[config.mk]
export PLATFORM = sky130hd
export DESIGN_NAME = rt_adapt_sel
export DESIGN_NICKNAME = d
export VERILOG_FILES = /design/src/rtl/rs_pkg.sv /design/src/rtl/rs_dim_cmp.sv /design/src/rtl/rs_lowest.sv /design/src/rtl/rs_hop_build.sv /design/src/rtl/rt_adapt_sel.sv
export SDC_FILE = /design/constraint.sdc
export NUM_CORES = 1
export LEC_CHECK = 0
export BUFFER_PORTS_ARGS = -buffer_cell sky130_fd_sc_hd__buf_4
export CAP_MARGIN = 20
export CORE_MARGIN = 2
export CORE_UTILIZATION = 48
export DETAILED_ROUTE_END_ITERATION = 6
export PLACE_DENSITY = 0.83
export SYNTH_ARGS = -nofsm -noshare
export SYNTH_HDL_FRONTEND = slang
export SYNTH_SLANG_ARGS = --single-unit
export TNS_END_PERCENT = 5
[constraint.sdc]
create_clock -name clk -period 3.31 [get_ports clk]
set_input_delay 0.1655 -clock clk [delete_from_list [all_inputs] [get_ports clk]]
set_output_delay 0.1655 -clock clk [all_outputs]
set_load 0.05 [all_outputs]
[src/rtl/rs_pkg.sv]
// Shared constants and the hop descriptor type for the route selector.
// Assumes a mesh with at most three dimensions, so a dimension index fits in two bits.
package rs_pkg;
    localparam int RS_NDIM = 3;
    localparam int RS_CW   = 3;
    localparam int RS_DW   = $clog2(RS_NDIM + 1);

    typedef struct packed {
        logic             vld;
        logic [RS_DW-1:0] dim;
        logic             pos;
        logic             vc;
        logic             xfer;
        logic             xfer_vc;
    } hop_t;
endpackage

[src/rtl/rs_dim_cmp.sv]
// Per-dimension comparison of the current and destination coordinates.
// It reports whether the two differ, the profitable direction, and whether the
// current coordinate's parity allows an adaptive hop into the next dimension.
module rs_dim_cmp #(
    parameter int CW = 3
) (
    input  logic [CW-1:0] cur_c,
    input  logic [CW-1:0] dst_c,
    output logic          differ,
    output logic          pos,
    output logic          par_ok
);
    // compare the fields; + travel needs an even coordinate, - travel an odd one
    always_comb begin
        differ = (cur_c != dst_c);
        pos    = (dst_c > cur_c);
        par_ok = pos ? ~cur_c[0] : cur_c[0];
    end
endmodule

[src/rtl/rs_lowest.sv]
// Priority encoder that finds the lowest dimension whose coordinates differ.
// When no bit is set, 'any' is low and the index is zero.
module rs_lowest #(
    parameter int NDIM = 3,
    parameter int DW   = 2
) (
    input  logic [NDIM-1:0] differ,
    output logic            any,
    output logic [DW-1:0]   idx
);
    // scan from the top down so that the lowest set bit wins
    always_comb begin
        any = |differ;
        idx = '0;
        for (int k = NDIM - 1; k >= 0; k--) begin
            if (differ[k]) idx = DW'(k);
        end
    end
endmodule

[src/rtl/rs_hop_build.sv]
// Builds the dimension-order and adaptive hop descriptors from the
// per-dimension compare results, the routing dimension and the current module.
// Assumes idx is valid whenever 'any' is high.
module rs_hop_build
    import rs_pkg::*;
#(
    parameter int NDIM = 3,
    parameter int DW   = 2
) (
    input  logic [NDIM-1:0] differ,
    input  logic [NDIM-1:0] pos,
    input  logic [NDIM-1:0] par_ok,
    input  logic            any,
    input  logic [DW-1:0]   idx,
    input  logic [DW-1:0]   cur_dim,
    output logic            deliver,
    output hop_t            ec,
    output hop_t            ad
);
    localparam logic [DW-1:0] TOP_DIM = DW'(NDIM - 1);

    logic [DW-1:0] nxt;
    logic          can_adapt;

    // next dimension and the adaptive admission condition
    always_comb begin
        nxt       = idx + DW'(1);
        can_adapt = 1'b0;
        if (any && (idx < TOP_DIM)) begin
            can_adapt = differ[nxt] && par_ok[idx];
        end
    end

    // dimension-order hop descriptor, class 0 on the link
    always_comb begin
        ec = '0;
        if (any) begin
            ec.vld     = 1'b1;
            ec.dim     = idx;
            ec.pos     = pos[idx];
            ec.vc      = 1'b0;
            ec.xfer    = (cur_dim != idx);
            ec.xfer_vc = (cur_dim > idx);
        end
    end

    // adaptive hop descriptor, class 1 on the link and for any crossing
    always_comb begin
        ad = '0;
        if (can_adapt) begin
            ad.vld     = 1'b1;
            ad.dim     = nxt;
            ad.pos     = pos[nxt];
            ad.vc      = 1'b1;
            ad.xfer    = (cur_dim != nxt);
            ad.xfer_vc = (cur_dim != nxt);
        end
    end

    // arrival when no dimension differs
    always_comb deliver = ~any;
endmodule

[src/rtl/rt_adapt_sel.sv]
// Top of the partially adaptive route selector for one dimension module.
// It compares each dimension, picks the routing dimension, builds up to two
// candidate hops and can register all outputs. It assumes cur_dim holds a module index.
module rt_adapt_sel
    import rs_pkg::*;
#(
    parameter int NDIM    = RS_NDIM,
    parameter int CW      = RS_CW,
    parameter bit REG_OUT = 1'b1
) (
    input  logic                 clk,
    input  logic                 rst_n,
    input  logic [NDIM*CW-1:0]   cur_coord,
    input  logic [NDIM*CW-1:0]   dst_coord,
    input  logic [RS_DW-1:0]     cur_dim,
    output logic                 deliver,
    output logic                 ec_vld,
    output logic [RS_DW-1:0]     ec_dim,
    output logic                 ec_pos,
    output logic                 ec_vc,
    output logic                 ec_xfer,
    output logic                 ec_xfer_vc,
    output logic                 ad_vld,
    output logic [RS_DW-1:0]     ad_dim,
    output logic                 ad_pos,
    output logic                 ad_vc,
    output logic                 ad_xfer,
    output logic                 ad_xfer_vc
);
    localparam int DW = RS_DW;

    logic [NDIM-1:0] differ;
    logic [NDIM-1:0] pos;
    logic [NDIM-1:0] par_ok;
    logic            any;
    logic [DW-1:0]   idx;
    logic            dlv_c;
    hop_t            ec_c;
    hop_t            ad_c;
    logic            dlv_q;
    hop_t            ec_q;
    hop_t            ad_q;

    for (genvar d = 0; d < NDIM; d++) begin : g_cmp
        rs_dim_cmp #(.CW(CW)) u_cmp (
            .cur_c  (cur_coord[d*CW +: CW]),
            .dst_c  (dst_coord[d*CW +: CW]),
            .differ (differ[d]),
            .pos    (pos[d]),
            .par_ok (par_ok[d])
        );
    end

    rs_lowest #(.NDIM(NDIM), .DW(DW)) u_low (
        .differ (differ),
        .any    (any),
        .idx    (idx)
    );

    rs_hop_build #(.NDIM(NDIM), .DW(DW)) u_build (
        .differ  (differ),
        .pos     (pos),
        .par_ok  (par_ok),
        .any     (any),
        .idx     (idx),
        .cur_dim (cur_dim),
        .deliver (dlv_c),
        .ec      (ec_c),
        .ad      (ad_c)
    );

    if (REG_OUT) begin : g_reg
        // capture the selection each cycle, clearing it under reset
        always_ff @(posedge clk) begin
            if (!rst_n) begin
                dlv_q <= 1'b0;
                ec_q  <= '0;
                ad_q  <= '0;
            end else begin
                dlv_q <= dlv_c;
                ec_q  <= ec_c;
                ad_q  <= ad_c;
            end
        end
    end else begin : g_comb
        // pass the selection straight through
        always_comb begin
            dlv_q = dlv_c;
            ec_q  = ec_c;
            ad_q  = ad_c;
        end
    end

    // unpack the descriptors onto the ports
    always_comb begin
        deliver    = dlv_q;
        ec_vld     = ec_q.vld;
        ec_dim     = ec_q.dim;
        ec_pos     = ec_q.pos;
        ec_vc      = ec_q.vc;
        ec_xfer    = ec_q.xfer;
        ec_xfer_vc = ec_q.xfer_vc;
        ad_vld     = ad_q.vld;
        ad_dim     = ad_q.dim;
        ad_pos     = ad_q.pos;
        ad_vc      = ad_q.vc;
        ad_xfer    = ad_q.xfer;
        ad_xfer_vc = ad_q.xfer_vc;
    end

    // arrival and hop offers never occur together
    p_deliver_excl_r1: assert property (@(posedge clk) disable iff (!rst_n)
        deliver |-> (!ec_vld && !ad_vld));

    // the dimension-order hop always travels on class 0
    p_ec_class_r2: assert property (@(posedge clk) disable iff (!rst_n)
        ec_vld |-> !ec_vc);

    // an adaptive offer sits one dimension above the dimension-order hop, on class 1
    p_ad_next_dim_r3: assert property (@(posedge clk) disable iff (!rst_n)
        ad_vld |-> (ec_vld && ad_vc && (ad_dim == ec_dim + RS_DW'(1))));

    // no adaptive offer while routing in the highest dimension
    p_top_no_adapt_r5: assert property (@(posedge clk) disable iff (!rst_n)
        (ec_vld && (ec_dim == RS_DW'(NDIM - 1))) |-> !ad_vld);

    // an adaptive crossing always uses class 1
    p_ad_xfer_class_r7: assert property (@(posedge clk) disable iff (!rst_n)
        ad_xfer |-> (ad_vld && ad_xfer_vc));

    // an idle adaptive slot carries no stray fields
    p_ad_idle_zero_r9: assert property (@(posedge clk) disable iff (!rst_n)
        !ad_vld |-> (ad_dim == '0 && !ad_pos && !ad_vc && !ad_xfer && !ad_xfer_vc));
endmodule

==> impl_results.md, run 1 <==
- Clock transition at path regs: 0.07 ns
- Worst Path Max Fanout: 7
- Largest net degree at the start of global routing: 8
- Warnings, synthesis: 0
- Nets: 153
- Async SR Flop Fraction: 0%
- Slew HR: 65.5%
- Post-synth EDFFs: 0
- Synth Area in XOR/XNOR: 1.14%
- Seq/Total Area, Yosys: 31.3%
- Ports: 37
- ANT cells: 0
- Total CTS buffers: 3
- CP delay by family, top: adder cells
- Final GP Congestion: 0.720
- Max frequency: 676 MHz
- Core ar.: 1510 um^2
- Setup bufs post-CTS: 0
- Area grow syn2layout: 36.5%
- Worst path required time: 3.47 ns
- DRC: 0
- CP endpoint kind: register
- Top cell type's share of synthesized area: 31.3%
- Starting density of the core: 50.9%
- Most frequent cell after synthesis: inv_1
- Fin Hold WS: 0.185 ns
- Top post-synthesis cells by count: inv_1, dfxtp_1, ha_1
- Slew at the pin with the worst max-slew slack: 0.517 ns
- Ranking of synthesized cells by area: dfxtp_1, ha_1, inv_1, nor3_1, a211oi_1
- Final period util: 44.7%
- Placed Cells: 131
- Num rows: 14
- Gr usage total: 17.1%
- Leakage: 0.558 nW
- Non-filler cells, final: 135
- Die Ht: 44.0 um
- Post-DP HPWL: 1240 um
- Max-slew violation count: 0
- Yosys top cell by area: dfxtp_1
- Cell mode on critical path: ha_1
- Main synth FF type: dfxtp_1
- Synth cell types: 29
- Via density: 5.22
- Post-Synth Adder-Cell Area: 17.9%
- Mux contribution to synthesized area: 0%
- Mapped Cells: 85
- Syn avg cell area: 9.02 um^2
- Peak supply drop: 0.206 mV
- Buf/Inv on CP: 2
- Final TNS setup: 0 ns
- CTS Hold Buffers Added: 0
- Wire length per cell: 11.0 um
- Worst-path cell chain: buf_4 > inv_1 > ha_1 > and3_1 > nand3_1 > ha_1 > nor2b_1 > o21a_1
- Routed vias: 705
- Main combinational cell family by area after synthesis: simple AND/OR/NAND/NOR gates
- Vias in the first global route: 637
- Synth Area in Simple Gates: 24.3%
- Root buf cell: clkbuf_4
- Port buffer count: 35
- Net count after synthesis: 118
- Die width: 44.0 um
- Critical path class: input port to register
- Tot Pwr: 0.443 mW
- CP Launch Type: input port
- Outcome: complete, no violations
- Endpoints failing hold: 0
- # setup viols final: 0
- Starting DRT DRC Count: 17
- Initial antenna violation count: 0
- Crit path DAT: 1.64 ns
- Hold Path Class: input port to register
- Max cap viols: 0
- Power Dens Cells: 423 nW/um^2
- First-pass GRT wire length: 2500 um
- WL final: 1480 um
- Final min period: 1.48 ns
- H-tree lvl count: 1
- PostCTS Resize Cnt: 0
- Fraction of layout cells with a size suffix above 1: 37.8%
- Total gr overflow: 0
- Routed Antenna Nets: 0
- Post-synthesis compound-gate area fraction: 13.4%
- Post-synthesis register bit count: 12
- Die area: 1930 um^2
- Syn Std Cell Area: 767 um^2
- Slowest Stage Delay on Critical Path: 0.33 ns
- RSZ-0062 raised after global routing: false
- CTS tree: done
- Drt first pass iters: 4
- Worst-case clock buffer depth: 2
- Clock Sinks: 12
- CP max-delay cell: ha_1
[through the flow]
| stage | util (%) | instance area, um^2 | worst slack [ns] |
|---|---|---|---|
| final | 69.5 | 1050 | 1.83 |
| after global routing | 69.5 | 1050 | 1.71 |
| after CTS | 69.5 | 1050 | 1.85 |
| after detailed placement | 67.1 | 1010 | 1.57 |
| after global placement | 67.1 | 1010 | 1.59 |
| after floorplan | - | 767 | 1.78 |
[layer usage]
metal	track usage [%]	up-vias	wire length [um]
met5	0	-	0
met4	5.45	0	0
met3	4.17	0	107
met2	30.0	34	737
met1	20.3	311	638
li1	-	360	-
[worst min-delay path, delay by kind of cell]
family | cells | cell delay [ns]
buf+inv | 1 | 0.13
simple gates | 2 | 0.12
[logic make-up after synthesis]
logic type               count (synthesis)
AND/OR/NAND/NOR                         29
buffers and inverters                   18
AO/OA/AOI/OAI                           13
flip-flops                              12
adder cells (fa/ha/maj)                 11
XOR/XNOR                                 1
other                                    1
[final timing paths]
path / start / to / slack, ns / depth (start not counted)
setup / recovery: cur_coord[5] / ec_xfer_vc / 1.83 / 8
hold / removal: rst_n / ad_dim[0] / 0.18 / 3
[final cells by class]
type	count	area, um^2
Multi-Input combinational cell	55	439
Sequential cell	12	240
Fill cell	124	459
Tap cell	16	20.0
Timing Repair Buffer	35	263
Inverter	13	48.8
Clock buffer	4	36.3
[layout by cell type, fill, tap and decap left out, types with 2 or more instances in the layout]
cell type / n
a211oi_1: 3
a21oi_1: 2
and3_1: 3
buf_4: 35
clkbuf_4: 3
dfxtp_1: 12
ha_1: 11
inv_1: 13
nand2_1: 3
nand3_1: 3
nand3_2: 2
nand3b_1: 2
nand4_1: 2
nor2_1: 5
nor3_1: 5
o21ai_0: 2
[power breakdown]
part           leakage (nW)  internal [mW]  switching (mW)  total [mW]
clock                0.0210         0.0668          0.0443       0.111
combinational         0.438         0.0645           0.108       0.173
sequential           0.0990          0.156         0.00345       0.160
Power figures use the tool's default switching activity.
==> run 2: changes to the inputs <==
--- a/config.mk
+++ b/config.mk
@@ -5,12 +5,13 @@
 export SDC_FILE = /design/constraint.sdc
 export NUM_CORES = 1
 export LEC_CHECK = 0
+export ABC_AREA = 1
 export BUFFER_PORTS_ARGS = -buffer_cell sky130_fd_sc_hd__buf_4
 export CAP_MARGIN = 20
 export CORE_MARGIN = 2
-export CORE_UTILIZATION = 48
+export CORE_UTILIZATION = 44
 export DETAILED_ROUTE_END_ITERATION = 6
-export PLACE_DENSITY = 0.83
+export PLACE_DENSITY = 0.77
 export SYNTH_ARGS = -nofsm -noshare
 export SYNTH_HDL_FRONTEND = slang
 export SYNTH_SLANG_ARGS = --single-unit
==> constraint.sdc (replaced) <==
create_clock -name clk -period 1.6 [get_ports clk]
set_input_delay 0.08 -clock clk [delete_from_list [all_inputs] [get_ports clk]]
set_output_delay 0.08 -clock clk [all_outputs]
set_load 0.05 [all_outputs]
==> run 2 against run 1 <==
Effect of this change: count of clock-buffer cells in the layout is 1 lower; power increased by 90%; clock power up 49%; non-clock buffer count increased by 2; critical path depth up 2; combinational power increased by 100%; global-route usage decreased by 2.0 points; critical path type unchanged; highest routed layer unchanged.
==> impl_results.md, run 2 <==
- Outcome: complete, no violations
- WL final: 1340 um
- Area grow syn2layout: 39.4%
- Most frequent cells in the layout: buf_4, inv_1, nand2_1
- Die width: 45.5 um
- Hold path cells: 3
- CP max-delay cell: ha_1
- Placed Cells: 152
- Final GP Congestion: 0.797
- Endpoints failing hold: 0
- Peak supply drop: 0.363 mV
- Warnings, synthesis: 0
- DRC: 0
- CP Launch Type: input port
- Max-slew violation count: 0
- Die area: 2070 um^2
- Initial antenna violation count: 0
- Syn avg cell area: 7.52 um^2
- Largest net degree at the start of global routing: 8
- Hold Path Class: input port to register
- Slowest Stage Delay on Critical Path: 0.34 ns
- Setup ws final: 0.260 ns
- Worst path required time: 1.78 ns
- Starting DRT DRC Count: 8
- First-pass GRT wire length: 2370 um
- Gr usage total: 15.1%
- Power Dens Cells: 798 nW/um^2
- Most frequent cell after synthesis: inv_1
- Synth cell types: 19
- PostCTS Resize Cnt: 0
- Total gr overflow: 0
- ANT cells: 0
- Final core occ: 63.4%
- Vias in the first global route: 647
- CTS tree: done
- Ports: 37
- CTS Hold Buffers Added: 0
- Post-synth EDFFs: 0
- Total CTS buffers: 3
- Net count after synthesis: 134
- # setup viols final: 0
- CP Depth: 10
- Port buffer count: 35
- Crit path DAT: 1.52 ns
- Post-DP HPWL: 1230 um
- Final min period: 1.34 ns
- Routed Antenna Nets: 0
- Seq/Total Area, Yosys: 31.6%
- Top post-synthesis cells by count: inv_1, nand2_1, dfxtp_1, nor2_1, ha_1
- Commonest non-fill, non-tap cell in the layout: buf_4
- Worst Path Max Fanout: 7
- Async SR Flop Fraction: 0%
- Leakage: 0.618 nW
- Clock Sinks: 12
- Main synth FF type: dfxtp_1
- Routed vias: 706
- Non-filler cells, final: 155
- Starting density of the core: 45.5%
- Drt first pass iters: 4
- Setup bufs post-CTS: 0
- Syn Std Cell Area: 759 um^2
- Max frequency: 746 MHz
- CP endpoint kind: register
- Post-synthesis register bit count: 12
- Final TNS setup: 0 ns
- Final period util: 83.8%
- Worst slack, placed: 0.00969 ns
- Wire length per cell: 8.64 um
- Clock transition at path regs: 0.06 ns
- Root buf cell: clkbuf_4
- Max cap viols: 0
- Num rows: 15
- Nets: 173
- Worst-path cell chain: buf_4 > inv_1 > ha_1 > nand3_4 > nor2_1 > nand2_1 > ha_1 > nand2_1 > inv_1 > nor3_1
- H-tree lvl count: 1
- Buf/Inv on CP: 3
- Via density: 4.55
- Core ar.: 1670 um^2
- Worst-case clock buffer depth: 2
- Fraction of layout cells with a size suffix above 1: 34.8%
- CP delay by family, top: adder cells
- Ranking of synthesized cells by area: dfxtp_1, ha_1, inv_1, nand2_1, nand3_1
- Critical path class: input port to register
- Fillers: 153
- Yosys top cell by area: dfxtp_1
- Top cell type's share of synthesized area: 31.6%
- Die Ht: 45.5 um
- RSZ-0062 raised after global routing: false
- Mapped Cells: 101
run 2: cell types whose count changed after synthesis, sizes merged, moves of 4 or more:
cell / before / now
nand2: 3 / 18
inv: 13 / 22
nand3: 5 / 12
nor2: 5 / 12
nor3: 5 / 1
run 2: routing by layer:
metal  share of wire [%]  up-vias  global-route usage [%]
met5                   0        -                       0
met4                   0        0                    5.29
met3                 8.4        0                    1.19
met2                  52       29                    28.7
met1                  39      293                    17.1
li1                    -      384                       -
run 2: final timing paths:
kind | startpoint | endpoint | slack (ns)
worst max-delay path | cur_coord[2] | ec_xfer_vc | 0.26
worst min-delay path | rst_n | deliver | 0.08
run 2: kinds of logic (layout without fill, tap and decap cells):
logic type	Yosys count	after routing	synth area share [%]
other	1	1	0.494
DFF	12	12	31.6
buffers and inverters	26	63	15.0
xor gates and xnor gates	1	1	1.15
and+or+nand+nor	43	43	28.3
AOI/OAI and AO/OA	7	7	5.27
adders and majority gates	11	11	18.1
run 2: layout make-up:
cell class	instances	area [um^2]	share of cell area (%)
tap	17	21.3	2.01
multi-input combinational	63	405	38.3
inverter	23	91.3	8.63
timing repair buffer	37	278	26.2
sequential	12	240	22.7
clock buffer	3	22.5	2.13
run 2: tightest hold or removal path, delay by kind of cell:
family | cells | cell delay [ns]
buffers and inverters | 2 | 0.13
and+or+nand+nor | 1 | 0.08
run 2: through the flow:
stage          power [mW]  instance area (um^2)  hold slack, ns
3_5_place_dp        0.690                  1040           0.343
6_report            0.845                  1060          0.0794
3_3_place_gp        0.683                  1040           0.340
2_1_floorplan       0.585                   759           0.214
5_1_grt             0.897                  1060          0.0878
4_1_cts             0.855                  1060          0.0773
run 2: power breakdown:
part           switching (mW)  internal (mW)
combinational           0.221          0.130
clock                  0.0781         0.0865
sequential            0.00648          0.322
==> run 3: changes to the inputs <==
--- a/config.mk
+++ b/config.mk
@@ -5,13 +5,13 @@
 export SDC_FILE = /design/constraint.sdc
 export NUM_CORES = 1
 export LEC_CHECK = 0
-export ABC_AREA = 1
+export ABC_AREA = 0
 export BUFFER_PORTS_ARGS = -buffer_cell sky130_fd_sc_hd__buf_4
 export CAP_MARGIN = 20
 export CORE_MARGIN = 2
-export CORE_UTILIZATION = 44
+export CORE_UTILIZATION = 40
 export DETAILED_ROUTE_END_ITERATION = 6
-export PLACE_DENSITY = 0.77
+export PLACE_DENSITY = 0.74
 export SYNTH_ARGS = -nofsm -noshare
 export SYNTH_HDL_FRONTEND = slang
 export SYNTH_SLANG_ARGS = --single-unit
==> constraint.sdc (replaced) <==
create_clock -name clk -period 1.2 [get_ports clk]
set_input_delay 0.06 -clock clk [delete_from_list [all_inputs] [get_ports clk]]
set_output_delay 0.06 -clock clk [all_outputs]
set_load 0.05 [all_outputs]
==> run 3 against run 2 <==
Effect of this change: clock power increased by 45%; highest routed layer is now met4; combinational power is 66% higher; die area grew 10%; routed wire length up 38%; count of clock-buffer cells in the layout unchanged; sequential share of layout area decreased by 3.4 points; hold slack improved by 0.0027 ns; critical path depth fell by 2; critical path type unchanged; sequential power grew 34%; largest power group unchanged.
==> impl_results.md, run 3 (synthesis results as in run 1) <==
- Placed Cells: 152
- Root buf cell: clkbuf_4
- Starting DRT DRC Count: 16
- Clock transition at path regs: 0.07 ns
- Nets: 165
- Leakage: 0.602 nW
- Final GP Congestion: 0.817
- Crit path DAT: 1.39 ns
- Final instance area: 1240 um^2
- Worst Path Max Fanout: 4
- Peak supply drop: 0.566 mV
- Hold Crit Endpoint: ad_xfer_vc
- Final min period: 1.17 ns
- WL final: 1850 um
- CP endpoint kind: register
- Area after DPL: 1200 um^2
- Gr usage total: 19.3%
- Most frequent cells in the layout: buf_4, dfxtp_1, inv_1
- Total gr overflow: 0
- RSZ-0062 raised after global routing: false
- Wire length per cell: 12.0 um
- Clock Sinks: 12
- Hold Path Class: input port to register
- First-pass GRT wire length: 3040 um
- Fillers: 156
- H-tree lvl count: 1
- Setup bufs post-CTS: 0
- Critical path class: input port to register
- Drt first pass iters: 4
- Routed vias: 775
- Via density: 5.00
- Initial antenna violation count: 0
- Fraction of layout cells with a size suffix above 1: 56.9%
- Hold_sp: rst_n
- Multi-input combinational cell area: 548 um^2
- Die width: 47.8 um
- Max-slew violation count: 0
- CP Launch Type: input port
- Ports: 37
- Commonest non-fill, non-tap cell in the layout: buf_4
- Routed Antenna Nets: 0
- CTS Hold Buffers Added: 0
- Final period util: 97.4%
- Largest net degree at the start of global routing: 7
- Storage cell area: 240 um^2
- Die area: 2280 um^2
- Port buffer count: 35
- Final TNS setup: 0 ns
- Die Ht: 47.8 um
- CTS tree: done
- Max frequency: 856 MHz
- Hold path cells: 3
- Post-DP HPWL: 1500 um
- Endpoints failing hold: 0
- Worst path required time: 1.42 ns
- Vias in the first global route: 717
- Worst-case clock buffer depth: 2
- Starting density of the core: 43.5%
- Core ar.: 1760 um^2
- ANT cells: 0
- Total CTS buffers: 3
- DRC: 0
- Outcome: complete, no violations
- Non-filler cells, final: 155
- Power Dens Cells: 1020 nW/um^2
- Num rows: 15
- Area grow syn2layout: 62.2%
- Max cap viols: 0
- PostCTS Resize Cnt: 2
- # setup viols final: 0
==> run 3: report_power, final <==
group / internal [mW] / switching, mW / total [mW] / leakage (nW)
clock: 0.116 / 0.124 / 0.240 / 0.0138
sequential: 0.431 / 0.0105 / 0.441 / 0.0990
combinational: 0.249 / 0.335 / 0.584 / 0.489
==> run 3: per-layer routing <==
metal / GRT usage, % / vias up / routed length (um)
met5: 0 / - / 0
met4: 8.11 / 0 / 51
met3: 3.77 / 8 / 116
met2: 34.9 / 47 / 942
met1: 21.7 / 336 / 743
li1: - / 384 / -
==> run 3: per-stage QoR <==
stage                     hold WS [ns]  power (mW)  setup slack [ns]  util (%)
after CTS                       0.0844        1.25            0.0338      69.9
after floorplan                  0.201       0.826            -0.171         -
final                           0.0821        1.27            0.0311      70.5
after detailed placement         0.359        1.02            -0.261      68.2
after global routing            0.0743        1.35            0.0113      70.5
after global placement           0.359        1.00            -0.230      68.2
==> run 3: how the worst max path moves through the flow <==
stage | slack (ns) | end | startpoint | depth (start not counted)
after CTS | 0.03 | ec_xfer_vc | dst_coord[5] | 7
after floorplan | -0.17 | ec_xfer_vc | cur_coord[2] | 8
after global routing | 0.01 | ec_xfer_vc | dst_coord[6] | 8
after global placement | -0.23 | ec_xfer_vc | dst_coord[7] | 7
final | 0.03 | ec_xfer_vc | cur_coord[5] | 8
after detailed placement | -0.26 | ec_xfer_vc | cur_coord[6] | 7
==> run 3: final cells by class <==
cell class / instances / area share [%]
clock buffers: 3 / 1.81
well taps: 25 / 2.52
flip-flops and latches: 12 / 19.3
repair buffers: 47 / 28.4
multi-input cells: 55 / 44.1
inverters: 13 / 3.92
==> run 3: critical path, cell delays in order <==
cell,delay [ns]
buf_4,0.11
inv_2,0.05
ha_4,0.20
and3_4,0.19
nor2_1,0.16
ha_1,0.30
a21boi_2,0.18
o21a_1,0.14
